<file path="src/rtl/cts_pkg.sv">
package cts_pkg;

    localparam int IDX_W   = 2;
    localparam int N_VAL   = 3;
    localparam int N_FIELD = 6;
    localparam int N_STEP  = 6;
    localparam int N_SIDE  = 2;
    localparam int CFG_W   = IDX_W * N_FIELD;
    localparam int STEP_W  = $clog2(N_STEP);

    typedef logic [IDX_W-1:0] idx_t;

    localparam idx_t IDX_MAX = idx_t'(N_VAL - 1);

    typedef struct packed {
        idx_t a_size;
        idx_t a_line;
        idx_t a_ways;
        idx_t b_size;
        idx_t b_line;
        idx_t b_ways;
    } cfg_t;

    typedef enum logic [2:0] {
        F_A_SIZE, F_A_LINE, F_A_WAYS, F_B_SIZE, F_B_LINE, F_B_WAYS
    } field_e;

    typedef enum logic [2:0] {
        ST_IDLE, ST_LOAD, ST_CHECK, ST_MEAS, ST_NEXT, ST_DONE
    } state_e;

    localparam cfg_t CFG_BASE = '{
        a_size: idx_t'(2), a_line: idx_t'(1), a_ways: idx_t'(2),
        b_size: idx_t'(2), b_line: idx_t'(1), b_ways: idx_t'(2)
    };

    // Impact order, alternating between the two levels.
    function automatic field_e step_field(input logic [STEP_W-1:0] step);
        case (step)
            3'd0:    return F_A_SIZE;
            3'd1:    return F_B_SIZE;
            3'd2:    return F_A_LINE;
            3'd3:    return F_B_LINE;
            3'd4:    return F_A_WAYS;
            default: return F_B_WAYS;
        endcase
    endfunction

    function automatic cfg_t cfg_set(input cfg_t c, input field_e f, input idx_t v);
        cfg_t r;
        r = c;
        case (f)
            F_A_SIZE: r.a_size = v;
            F_A_LINE: r.a_line = v;
            F_A_WAYS: r.a_ways = v;
            F_B_SIZE: r.b_size = v;
            F_B_LINE: r.b_line = v;
            default:  r.b_ways = v;
        endcase
        return r;
    endfunction

    function automatic logic idx_ok(input idx_t v);
        return v <= IDX_MAX;
    endfunction

    // Ways may not outgrow size at either level.
    function automatic logic cfg_legal(input cfg_t c);
        logic in_range;
        in_range = idx_ok(c.a_size) && idx_ok(c.a_line) && idx_ok(c.a_ways)
                && idx_ok(c.b_size) && idx_ok(c.b_line) && idx_ok(c.b_ways);
        return in_range && (c.a_ways <= c.a_size) && (c.b_ways <= c.b_size);
    endfunction

endpackage

</file>
<file path="src/rtl/cts_ctrl.sv">
module cts_ctrl
    import cts_pkg::*;
(
    input  logic              clk,
    input  logic              rst,
    input  logic              start_i,
    input  logic              trial_legal_i,
    input  logic              energy_take_i,
    input  logic              best_stop_i,
    output logic              side_o,
    output logic [STEP_W-1:0] step_o,
    output idx_t              cand_o,
    output logic              trial_act_o,
    output logic              meas_o,
    output logic              clr_best_o,
    output logic              commit_o,
    output logic              load_base_o,
    output logic              done_o
);

    localparam logic [STEP_W-1:0] LAST_STEP = STEP_W'(N_STEP - 1);

    state_e            state_q;
    logic              side_q;
    logic [STEP_W-1:0] step_q;
    idx_t              cand_q;
    logic              step_end;

    assign step_end    = (state_q == ST_NEXT) && (best_stop_i || (cand_q == IDX_MAX));
    assign commit_o    = step_end;
    assign load_base_o = (state_q == ST_IDLE) && start_i;
    assign clr_best_o  = (state_q == ST_LOAD);
    assign meas_o      = (state_q == ST_MEAS);
    assign trial_act_o = (state_q == ST_CHECK) || (state_q == ST_MEAS) || (state_q == ST_NEXT);
    assign done_o      = (state_q == ST_DONE);
    assign side_o      = side_q;
    assign step_o      = step_q;
    assign cand_o      = cand_q;

    always_ff @(posedge clk) begin
        if (rst) begin
            state_q <= ST_IDLE;
            side_q  <= 1'b0;
            step_q  <= '0;
            cand_q  <= '0;
        end else begin
            case (state_q)
                ST_IDLE: begin
                    if (start_i) begin
                        side_q  <= 1'b0;
                        step_q  <= '0;
                        state_q <= ST_LOAD;
                    end
                end
                ST_LOAD: begin
                    cand_q  <= '0;
                    state_q <= ST_CHECK;
                end
                ST_CHECK: begin
                    state_q <= trial_legal_i ? ST_MEAS : ST_NEXT;
                end
                ST_MEAS: begin
                    if (energy_take_i) state_q <= ST_NEXT;
                end
                ST_NEXT: begin
                    if (step_end) begin
                        if (step_q == LAST_STEP) begin
                            if (side_q) begin
                                state_q <= ST_DONE;
                            end else begin
                                side_q  <= 1'b1;
                                step_q  <= '0;
                                state_q <= ST_LOAD;
                            end
                        end else begin
                            step_q  <= step_q + 1'b1;
                            state_q <= ST_LOAD;
                        end
                    end else begin
                        cand_q  <= cand_q + 1'b1;
                        state_q <= ST_CHECK;
                    end
                end
                default: state_q <= ST_IDLE;
            endcase
        end
    end

endmodule

</file>
<file path="src/rtl/cts_best.sv">
module cts_best
    import cts_pkg::*;
#(
    parameter int E_W = 32
) (
    input  logic           clk,
    input  logic           rst,
    input  logic           clr_i,
    input  logic           take_i,
    input  logic [E_W-1:0] energy_i,
    input  idx_t           cand_i,
    output idx_t           best_idx_o,
    output logic           stop_o
);

    logic           have_q;
    logic [E_W-1:0] best_q;
    idx_t           idx_q;
    logic           stop_q;

    always_ff @(posedge clk) begin
        if (rst || clr_i) begin
            have_q <= 1'b0;
            best_q <= '0;
            idx_q  <= '0;
            stop_q <= 1'b0;
        end else if (take_i) begin
            if (!have_q || (energy_i < best_q)) begin
                have_q <= 1'b1;
                best_q <= energy_i;
                idx_q  <= cand_i;
                stop_q <= 1'b0;
            end else begin
                stop_q <= (energy_i > best_q);
            end
        end
    end

    assign best_idx_o = idx_q;
    assign stop_o     = stop_q;

endmodule

</file>
<file path="src/rtl/cts_overlay.sv">
module cts_overlay
    import cts_pkg::*;
(
    input  cfg_t   base_i,
    input  logic   active_i,
    input  field_e field_i,
    input  idx_t   cand_i,
    output cfg_t   cfg_o
);

    assign cfg_o = active_i ? cfg_set(base_i, field_i, cand_i) : base_i;

endmodule

</file>
<file path="src/rtl/cache_tune_seq.sv">
module cache_tune_seq
    import cts_pkg::*;
#(
    parameter int E_W = 32
) (
    input  logic             clk,
    input  logic             rst,
    input  logic             start_i,
    output logic             done_o,
    output logic             tune_side_o,
    output logic [CFG_W-1:0] icfg_o,
    output logic [CFG_W-1:0] dcfg_o,
    input  logic [E_W-1:0]   energy_i,
    input  logic             energy_valid_i,
    output logic             energy_ready_o
);

    logic              side;
    logic [STEP_W-1:0] step;
    idx_t              cand;
    logic              trial_act;
    logic              meas;
    logic              clr_best;
    logic              commit;
    logic              load_base;
    logic              best_stop;
    idx_t              best_idx;
    logic              take;
    logic              trial_legal;
    field_e            fld;
    cfg_t              view [N_SIDE];

    assign fld         = step_field(step);
    assign take        = meas && energy_valid_i;
    assign trial_legal = cfg_legal(view[side]);

    cts_ctrl u_ctrl (
        .clk           (clk),
        .rst           (rst),
        .start_i       (start_i),
        .trial_legal_i (trial_legal),
        .energy_take_i (take),
        .best_stop_i   (best_stop),
        .side_o        (side),
        .step_o        (step),
        .cand_o        (cand),
        .trial_act_o   (trial_act),
        .meas_o        (meas),
        .clr_best_o    (clr_best),
        .commit_o      (commit),
        .load_base_o   (load_base),
        .done_o        (done_o)
    );

    cts_best #(.E_W(E_W)) u_best (
        .clk        (clk),
        .rst        (rst),
        .clr_i      (clr_best),
        .take_i     (take),
        .energy_i   (energy_i),
        .cand_i     (cand),
        .best_idx_o (best_idx),
        .stop_o     (best_stop)
    );

    for (genvar g = 0; g < N_SIDE; g++) begin : g_side
        cfg_t cfg_q;

        always_ff @(posedge clk) begin
            if (rst || load_base) begin
                cfg_q <= CFG_BASE;
            end else if (commit && (side == 1'(g))) begin
                cfg_q <= cfg_set(cfg_q, fld, best_idx);
            end
        end

        cts_overlay u_ovl (
            .base_i   (cfg_q),
            .active_i (trial_act && (side == 1'(g))),
            .field_i  (fld),
            .cand_i   (cand),
            .cfg_o    (view[g])
        );
    end

    assign icfg_o         = view[0];
    assign dcfg_o         = view[1];
    assign tune_side_o    = side;
    assign energy_ready_o = meas;

endmodule

</file>
<file path="config.mk">
export PLATFORM = sky130hd
export DESIGN_NAME = cache_tune_seq
export DESIGN_NICKNAME = d
export VERILOG_FILES = /design/src/rtl/cts_pkg.sv /design/src/rtl/cts_ctrl.sv /design/src/rtl/cts_best.sv /design/src/rtl/cts_overlay.sv /design/src/rtl/cache_tune_seq.sv
export SDC_FILE = /design/constraint.sdc
export NUM_CORES = 1
export LEC_CHECK = 0
export ABC_CLOCK_PERIOD_IN_PS = 4600
export BUFFER_PORTS_ARGS = -buffer_cell sky130_fd_sc_hd__buf_2
export CAP_MARGIN = 20
export CORE_MARGIN = 2
export CORE_UTILIZATION = 60
export CTS_BUF_LIST = sky130_fd_sc_hd__clkbuf_8
export DETAILED_ROUTE_END_ITERATION = 16
export PLACE_DENSITY = 0.83
export SLEW_MARGIN = 10
export SYNTH_ARGS = -nofsm -noshare
export SYNTH_HDL_FRONTEND = slang
export SYNTH_SLANG_ARGS = --single-unit
</file>
<file path="constraint.sdc">
create_clock -name clk -period 4.6 [get_ports clk]
set_input_delay 0.69 -clock clk [delete_from_list [all_inputs] [get_ports clk]]
set_output_delay 0.69 -clock clk [all_outputs]
set_load 0.01 [all_outputs]
</file>
# Word-level counts from Yosys, hierarchy flattened
# Cells that the tools add are included.
dict set report op_classes {
  eq_ne 21
  bitwise_logic 3
  n_mux 37
  n_reduce_logical 44
  order_cmp 11
  add_sub_neg 2
}
# operator n
set ops {}
lappend ops {{two-way mux 12 bit} 5}
lappend ops {{greater-than comparator 32 bit} 1}
lappend ops {{< comparator 32 bit} 1}
lappend ops {{two-way mux 3 bit} 10}
lappend ops {{case mux 3 bit (5 select lines)} 2}
lappend ops {{AND reduction 2 bit} 15}
lappend ops {{two-way mux 2 bit} 13}
lappend ops {{== test 3 x 2 -> 1 bit (second input constant)} 6}
lappend ops {{== test 3 bit (second input constant)} 5}
lappend ops {{logical AND 1 bit} 14}
lappend ops {{<= comparator 2 bit (second input constant)} 6}
lappend ops {{== test 3 x 1 -> 1 bit (second input constant)} 3}
lappend ops {{logical NOT 3 bit} 3}
lappend ops {{inequality test 2 bit (second input constant)} 4}
lappend ops {{AND reduction 4 bit} 2}
lappend ops {{logical OR 1 bit} 6}
lappend ops {{case mux 3 bit (2 select lines)} 1}
lappend ops {{OR reduction 5 bit} 1}
lappend ops {{<= comparator 2 bit} 2}
lappend ops {{two-way mux 1 bit} 4}
lappend ops {{case mux 2 bit (2 select lines)} 1}
lappend ops {{nonzero test 2 bit} 2}
lappend ops {{adder 3 x 1 -> 3 bit (second input constant)} 1}
lappend ops {{inequality test 3 bit (second input constant)} 1}
lappend ops {{8 further kinds} 9}
dict set report word_totals {
  out_inout_bits 27
  register_bits 69
  in_bits 36
  elab_cells 138
}

# Logic depth before layout (Yosys ltp)
dict set report logic_depth {
  ltp_word 19
  depth_mapped 17
}

# By module
# A second synthesis with hierarchy kept.
dict set report hier_totals {
  cells_unflattened 533
  hier_area_um2 4435.5
}
# module cells_each seq_area_each_um2 area_per_inst_um2 n_inst
set by_module_without_submodules {}
lappend by_module_without_submodules {cts_best 280 720.7 2185.8 1}
lappend by_module_without_submodules {cache_tune_seq 151 480.5 1257.5 1}
lappend by_module_without_submodules {cts_ctrl 66 180.2 584.3 1}
lappend by_module_without_submodules {cts_overlay 18 0.0 203.9 2}

# Least setup slack after synthesis
# Ideal clock, no wire load.
dict set report synth_path {
  path_kind {register to register}
  from {register u_ctrl.step_q[0] (netlist: u_ctrl.step_o[0])}
  to {register u_ctrl.state_q[2]}
  slack_ps 1186
  required_time_ps 4486
  setup_time_ps 114
  arrival_ps 3300
  period_less_slack_ps 3414
  stages_incl_launch_ff 16
  cell_sequence {dfxtp_1 > buf_2 > and2_1 > ha_1 > buf_2 > nor4b_4 > o21ai_1 > mux2_2 > ha_1 > nor2b_1 > a2bb2oi_1 > or3_1 > nor3_2 > nor4b_2 > o2bb2ai_1 > nor2b_1}
}
dict set report synth_via {
  elab_chain_len 18
}
# element line
set synth_lines {}
lappend synth_lines {{from (decl)} cts_ctrl.sv:25} ;# logic [STEP_W-1:0] step_q;
lappend synth_lines {{from (signal assigned)} cts_ctrl.sv:76} ;# step_q <= step_q + 1'b1;
lappend synth_lines {{== test 3 bit (tied with other cells)} cts_pkg.sv:39} ;# case (step)
lappend synth_lines {{case mux 3 bit (5 select lines)} cts_pkg.sv:39}
lappend synth_lines {{== test 3 x 1 -> 1 bit / logical NOT 3 bit (equally long branches)} cts_pkg.sv:52} ;# case (f)
lappend synth_lines {{two-way mux 2 bit} cts_pkg.sv:52}
lappend synth_lines {{two-way mux 12 bit} cts_overlay.sv:11} ;# assign cfg_o = active_i ? cfg_set(base_i, field_i, cand_i) : base_i;
lappend synth_lines {{two-way mux 12 bit (not written as such) (3 in a row)} cache_tune_seq.sv:35} ;# assign trial_legal = cfg_legal(view[side]);
lappend synth_lines {{<= comparator 2 bit} cts_pkg.sv:64} ;# return v <= IDX_MAX;
lappend synth_lines {{logical AND 1 bit (2 in a row)} cts_pkg.sv:70} ;# in_range = idx_ok(c.a_size) && idx_ok(c.a_line) && idx_ok(c.a_ways)
lappend synth_lines {{logical AND 1 bit (3 in a row)} cts_pkg.sv:71} ;# && idx_ok(c.b_size) && idx_ok(c.b_line) && idx_ok(c.b_ways);
lappend synth_lines {{logical AND 1 bit (2 in a row)} cts_pkg.sv:72} ;# return in_range && (c.a_ways <= c.a_size) && (c.b_ways <= c.b_size);
lappend synth_lines {{two-way mux 3 bit} cts_ctrl.sv:60} ;# state_q <= trial_legal_i ? ST_MEAS : ST_NEXT;
lappend synth_lines {{case mux 3 bit (5 select lines) *} cts_ctrl.sv:47} ;# case (state_q)
lappend synth_lines {{to (signal assigned)} cts_ctrl.sv:60}
lappend synth_lines {{to (decl)} cts_ctrl.sv:23} ;# state_e state_q;
# Mark *: on every way between the ends. The rest lies on a longest branch, timed or not. The select of a mux whose other input is x is not followed.
# A chain may end at the register's enable or synchronous reset.

# Worst setup path after layout
dict set report layout_path {
  from {register u_ctrl.step_q[2] (netlist: u_ctrl.step_o[2])}
  to {register u_ctrl.state_q[2]}
}
# Same word-level chain as after synthesis.

==> qor.json <==
{
  "fp-row-count": {"value": 32},
  "worst-endpoint-required": {"value": 4850, "unit": "ps"},
  "highest_layer": {"value": "met4"},
  "synth_cell_type_count": {"value": 55},
  "timing.max_cap.violations": {"value": 0},
  "timing_worst_setup_path_type": {"value": "flop to flop"},
  "worst_path_dominant_cell_family": {"value": "simple AND/OR/NAND/NOR gates"},
  "final.setup.tns": {"value": 0, "unit": "ps"},
  "cts_root_buf": {"value": "clkbuf_8"},
  "cp_cell_sequence": {"value": "inv_1 > ha_1 > nor4b_4 > o21ai_1 > mux2_2 > ha_1 > nor2b_1 > a2bb2oi_1 > or3_1 > nor3_2 > nor4b_2 > o2bb2ai_1 > nor2b_1"},
  "synth_area_in_compound_gates": {"value": 16.8, "unit": "%"},
  "postSynthCellCount": {"value": 618},
  "layout-drive-gt1-share": {"value": 17.6, "unit": "%"},
  "slew_viol_final": {"value": 0},
  "critPathBufInv": {"value": 1},
  "post_layout_minimum_cycle_time": {"value": 4010, "unit": "ps"},
  "cts.sink_count": {"value": 69},
  "combPwrFrac": {"value": 29.7, "unit": "%"},
  "preCtsSetupSlack": {"value": 713, "unit": "ps"},
  "power.total": {"value": 1.68, "unit": "mW"},
  "ys_seq_area_share": {"value": 29.0, "unit": "%"},
  "drt_iter0_markers": {"value": 405},
  "switching_share": {"value": 36.3, "unit": "%"},
  "worst_setup_path_start_kind": {"value": "flop"},
  "result_of_the_run": {"value": "finished clean"},
  "final_setup_skew": {"value": 10.8, "unit": "ps"},
  "grt-ovfl-total": {"value": 0},
  "routed_via_density": {"value": 5.97},
  "footprint_of_the_multi_input_gates": {"value": 3100, "unit": "µm²"},
  "p_seq_share": {"value": 39.8, "unit": "%"},
  "crit_path_end_kind": {"value": "flop"},
  "max_slew.worst_pin.slew": {"value": 1140, "unit": "ps"},
  "fmax": {"value": 249, "unit": "MHz"},
  "wire_per_inst": {"value": 15.8, "unit": "µm"},
  "synth-xor-area-share": {"value": 0.368, "unit": "%"},
  "synthesis.area": {"value": 4760, "unit": "µm²"},
  "finalHoldWorstSlack": {"value": 482, "unit": "ps"},
  "die_y": {"value": 93.0, "unit": "µm"},
  "irDropWorstVdd": {"value": 0.228, "unit": "mV"},
  "synth-seq-cells": {"value": 69},
  "max_slew_margin": {"value": 23.8, "unit": "%"},
  "totalWireLength": {"value": 12.1, "unit": "mm"},
  "insertion_delay": {"value": 350, "unit": "ps"},
  "grt_pass1_vias": {"value": 4236},
  "path_max_fanout": {"value": 11},
  "slowest_stage": {"value": "dfxtp_1"},
  "power.density": {"value": 317, "unit": "nW/µm²"},
  "synthSimpleGateAreaFrac": {"value": 27.7, "unit": "%"},
  "synth-async-reset-ratio": {"value": 0, "unit": "%"},
  "antenna_cells": {"value": 0},
  "synthToLayoutAreaGrowth": {"value": 11.6, "unit": "%"},
  "global_route.usage.total": {"value": 28.8, "unit": "%"},
  "met2_wirelength": {"value": 5.54, "unit": "mm"},
  "worstHoldPathType": {"value": "flop to flop"},
  "number_of_antenna_violations_at_the_first_check_in_global_routing": {"value": 0},
  "fillCellCount": {"value": 640},
  "path_clk_slew": {"value": 70, "unit": "ps"},
  "rsz0062_at_grt": {"value": "no"},
  "critPathArrivalTime": {"value": 4260, "unit": "ps"},
  "place_congestion": {"value": 0.969},
  "detail_route.first_pass.iterations": {"value": 5},
  "ctsResizeCount": {"value": 0},
  "dr_wl_met3": {"value": 774, "unit": "µm"},
  "ys_dominant_reg_cell": {"value": "dfxtp_1"},
  "grt_first_pass_wirelength": {"value": 20.0, "unit": "mm"},
  "postRouteAntennaNets": {"value": 0},
  "final_period_utilization": {"value": 87.2, "unit": "%"},
  "grt_max_degree": {"value": 35},
  "seq_area": {"value": 1380, "unit": "µm²"},
  "number_of_synthesized_flops_with_an_enable_pin": {"value": 0},
  "combinational_family_with_the_most_area_after_synthesis": {"value": "simple AND/OR/NAND/NOR gates"},
  "tritoncts": {"value": "built"},
  "dp_hpwl": {"value": 8.57, "unit": "mm"},
  "hold_viol_final": {"value": 0},
  "dp_cells": {"value": 751},
  "tritoncts.num_buffers": {"value": 9},
  "cp_slowest_stage_delay": {"value": 620, "unit": "ps"},
  "met1Wirelength": {"value": 5.58, "unit": "mm"},
  "yosys-mux-area-fraction": {"value": 10.0, "unit": "%"},
  "placeableCoreArea": {"value": 7690, "unit": "µm²"},
  "final_cells": {"value": 767},
  "buffer_ports.inserted": {"value": 62},
  "cts_hold_repair.buffers": {"value": 0},
  "power.leakage": {"value": 1.94, "unit": "nW"},
  "dieArea": {"value": 8660, "unit": "µm²"},
  "switchingPower": {"value": 611, "unit": "µW"},
  "total_number_of_yosys_warnings": {"value": 0},
  "syn_area_per_cell": {"value": 7.70, "unit": "µm²"},
  "intPower": {"value": 1.07, "unit": "mW"},
  "htree_num_levels": {"value": 3},
  "starting_utilization_of_the_core_area": {"value": 61.9, "unit": "%"},
  "num_vias": {"value": 4577},
  "timing.final.ws_setup": {"value": 588, "unit": "ps"},
  "finish.net_count": {"value": 734},
  "ioPinCount": {"value": 63},
  "cts_setup_buffers": {"value": 0},
  "synth.net_count": {"value": 692},
  "die_width": {"value": 93.0, "unit": "µm"},
  "cts-root-to-sink-buffers": {"value": 2},
  "clkPwrFrac": {"value": 30.5, "unit": "%"},
  "setup_viol_count_final": {"value": 0},
  "drc_errors": {"value": 0},
  "synth-adder-area-share": {"value": 9.99, "unit": "%"}
}
## through the flow
stage               cell area (µm²)  util, %
floorplan                      4760        -
global placement               5110     66.4
detailed placement             5110     66.4
CTS                            5310     69.0
global route                   5310     69.0
finish                         5310     69.0
## power by group through the flow
stage,combinational [mW],clock (mW),sequential (mW)
5_1_grt,0.557,0.541,0.676
3_5_place_dp,0.494,0,0.682
2_1_floorplan,0.389,0,0.652
3_3_place_gp,0.477,0,0.679
4_1_cts,0.496,0.517,0.668
6_report,0.500,0.514,0.670
## logic make-up after synthesis
kind of cell,after synthesis
AND/OR/NAND/NOR,272
AO/OA/AOI/OAI,118
flip-flops,69
adder cells (fa/ha/maj),38
XOR/XNOR,2
buffers and inverters,74
multiplexers,45
## cell usage after synthesis (7+ instances only)
| library cell | n | area share (%) |
|---|---|---|
| a21oi_1 | 24 | 2.5 |
| clkbuf_1 | 29 | 2.3 |
| dfxtp_1 | 69 | 29 |
| ha_1 | 38 | 10 |
| inv_1 | 37 | 2.9 |
| mux2_2 | 21 | 5.0 |
| mux2i_1 | 24 | 5.0 |
| nand2_1 | 113 | 8.9 |
| nand3_1 | 58 | 6.1 |
| nand4_1 | 7 | 0.92 |
| nor2_1 | 41 | 3.2 |
| nor2b_1 | 11 | 1.4 |
| nor3_1 | 9 | 0.95 |
| o211ai_1 | 36 | 5.7 |
| o21ai_0 | 24 | 2.5 |
## worst paths after layout
path | end | cells past startpoint | slack (ps) | startpoint
min | g_side[1].cfg_q[9] | 2 | 480 | g_side[1].cfg_q[9]
max reg2reg | u_ctrl.state_q[2] | 13 | 590 | u_ctrl.step_o[2]
min reg2reg | g_side[1].cfg_q[9] | 2 | 480 | g_side[1].cfg_q[9]
max | u_ctrl.state_q[2] | 13 | 590 | u_ctrl.step_o[2]
## tightest hold or removal path, delay by kind of cell, from the launching register on
family             cells  cell delay (ps)
DFF                    1              330
and+or+nand+nor        1               60
AOI/OAI and AO/OA      1               60
## area by class of cell
type | instances | share of cell area (%)
clock inverter | 6 | 1.20
clock buffer | 10 | 2.59
inverter | 37 | 2.62
multi-input combinational | 475 | 58.5
timing repair buffer | 68 | 6.69
sequential | 69 | 26.0
tap | 102 | 2.40
## registers in the layout (all words and copies together) (netlist names)
name / flops
u_ctrl.cand_o: 2
u_best.stop_o: 1
u_ctrl.side_o: 1
u_best.best_q: 32
g_side.cfg_q: 24
u_best.have_q: 1
u_ctrl.state_q: 3
u_ctrl.step_o: 3
u_best.best_idx_o: 2
## layer usage
layer / GRT usage [%] / up-vias
met3: 4.19 / 21
met5: 0 / -
met4: 10.3 / 0
li1: - / 2272
met1: 41.2 / 2137
met2: 44.3 / 147
## cell usage in the layout, fill, tap and decap left out, types with 8 or more instances in the layout
| cell type | n |
|---|---|
| mux2_2 | 21 |
| o211ai_1 | 36 |
| buf_2 | 62 |
| nor2b_1 | 11 |
| inv_1 | 38 |
| ha_1 | 38 |
| nor3_1 | 8 |
| a21oi_1 | 23 |
| nand2_1 | 113 |
| nand3_1 | 58 |
| nor2_1 | 40 |
| mux2i_1 | 24 |
| dfxtp_1 | 69 |
| o21ai_0 | 24 |
| clkbuf_8 | 10 |
No activity file was read; power rests on OpenSTA's default activity.
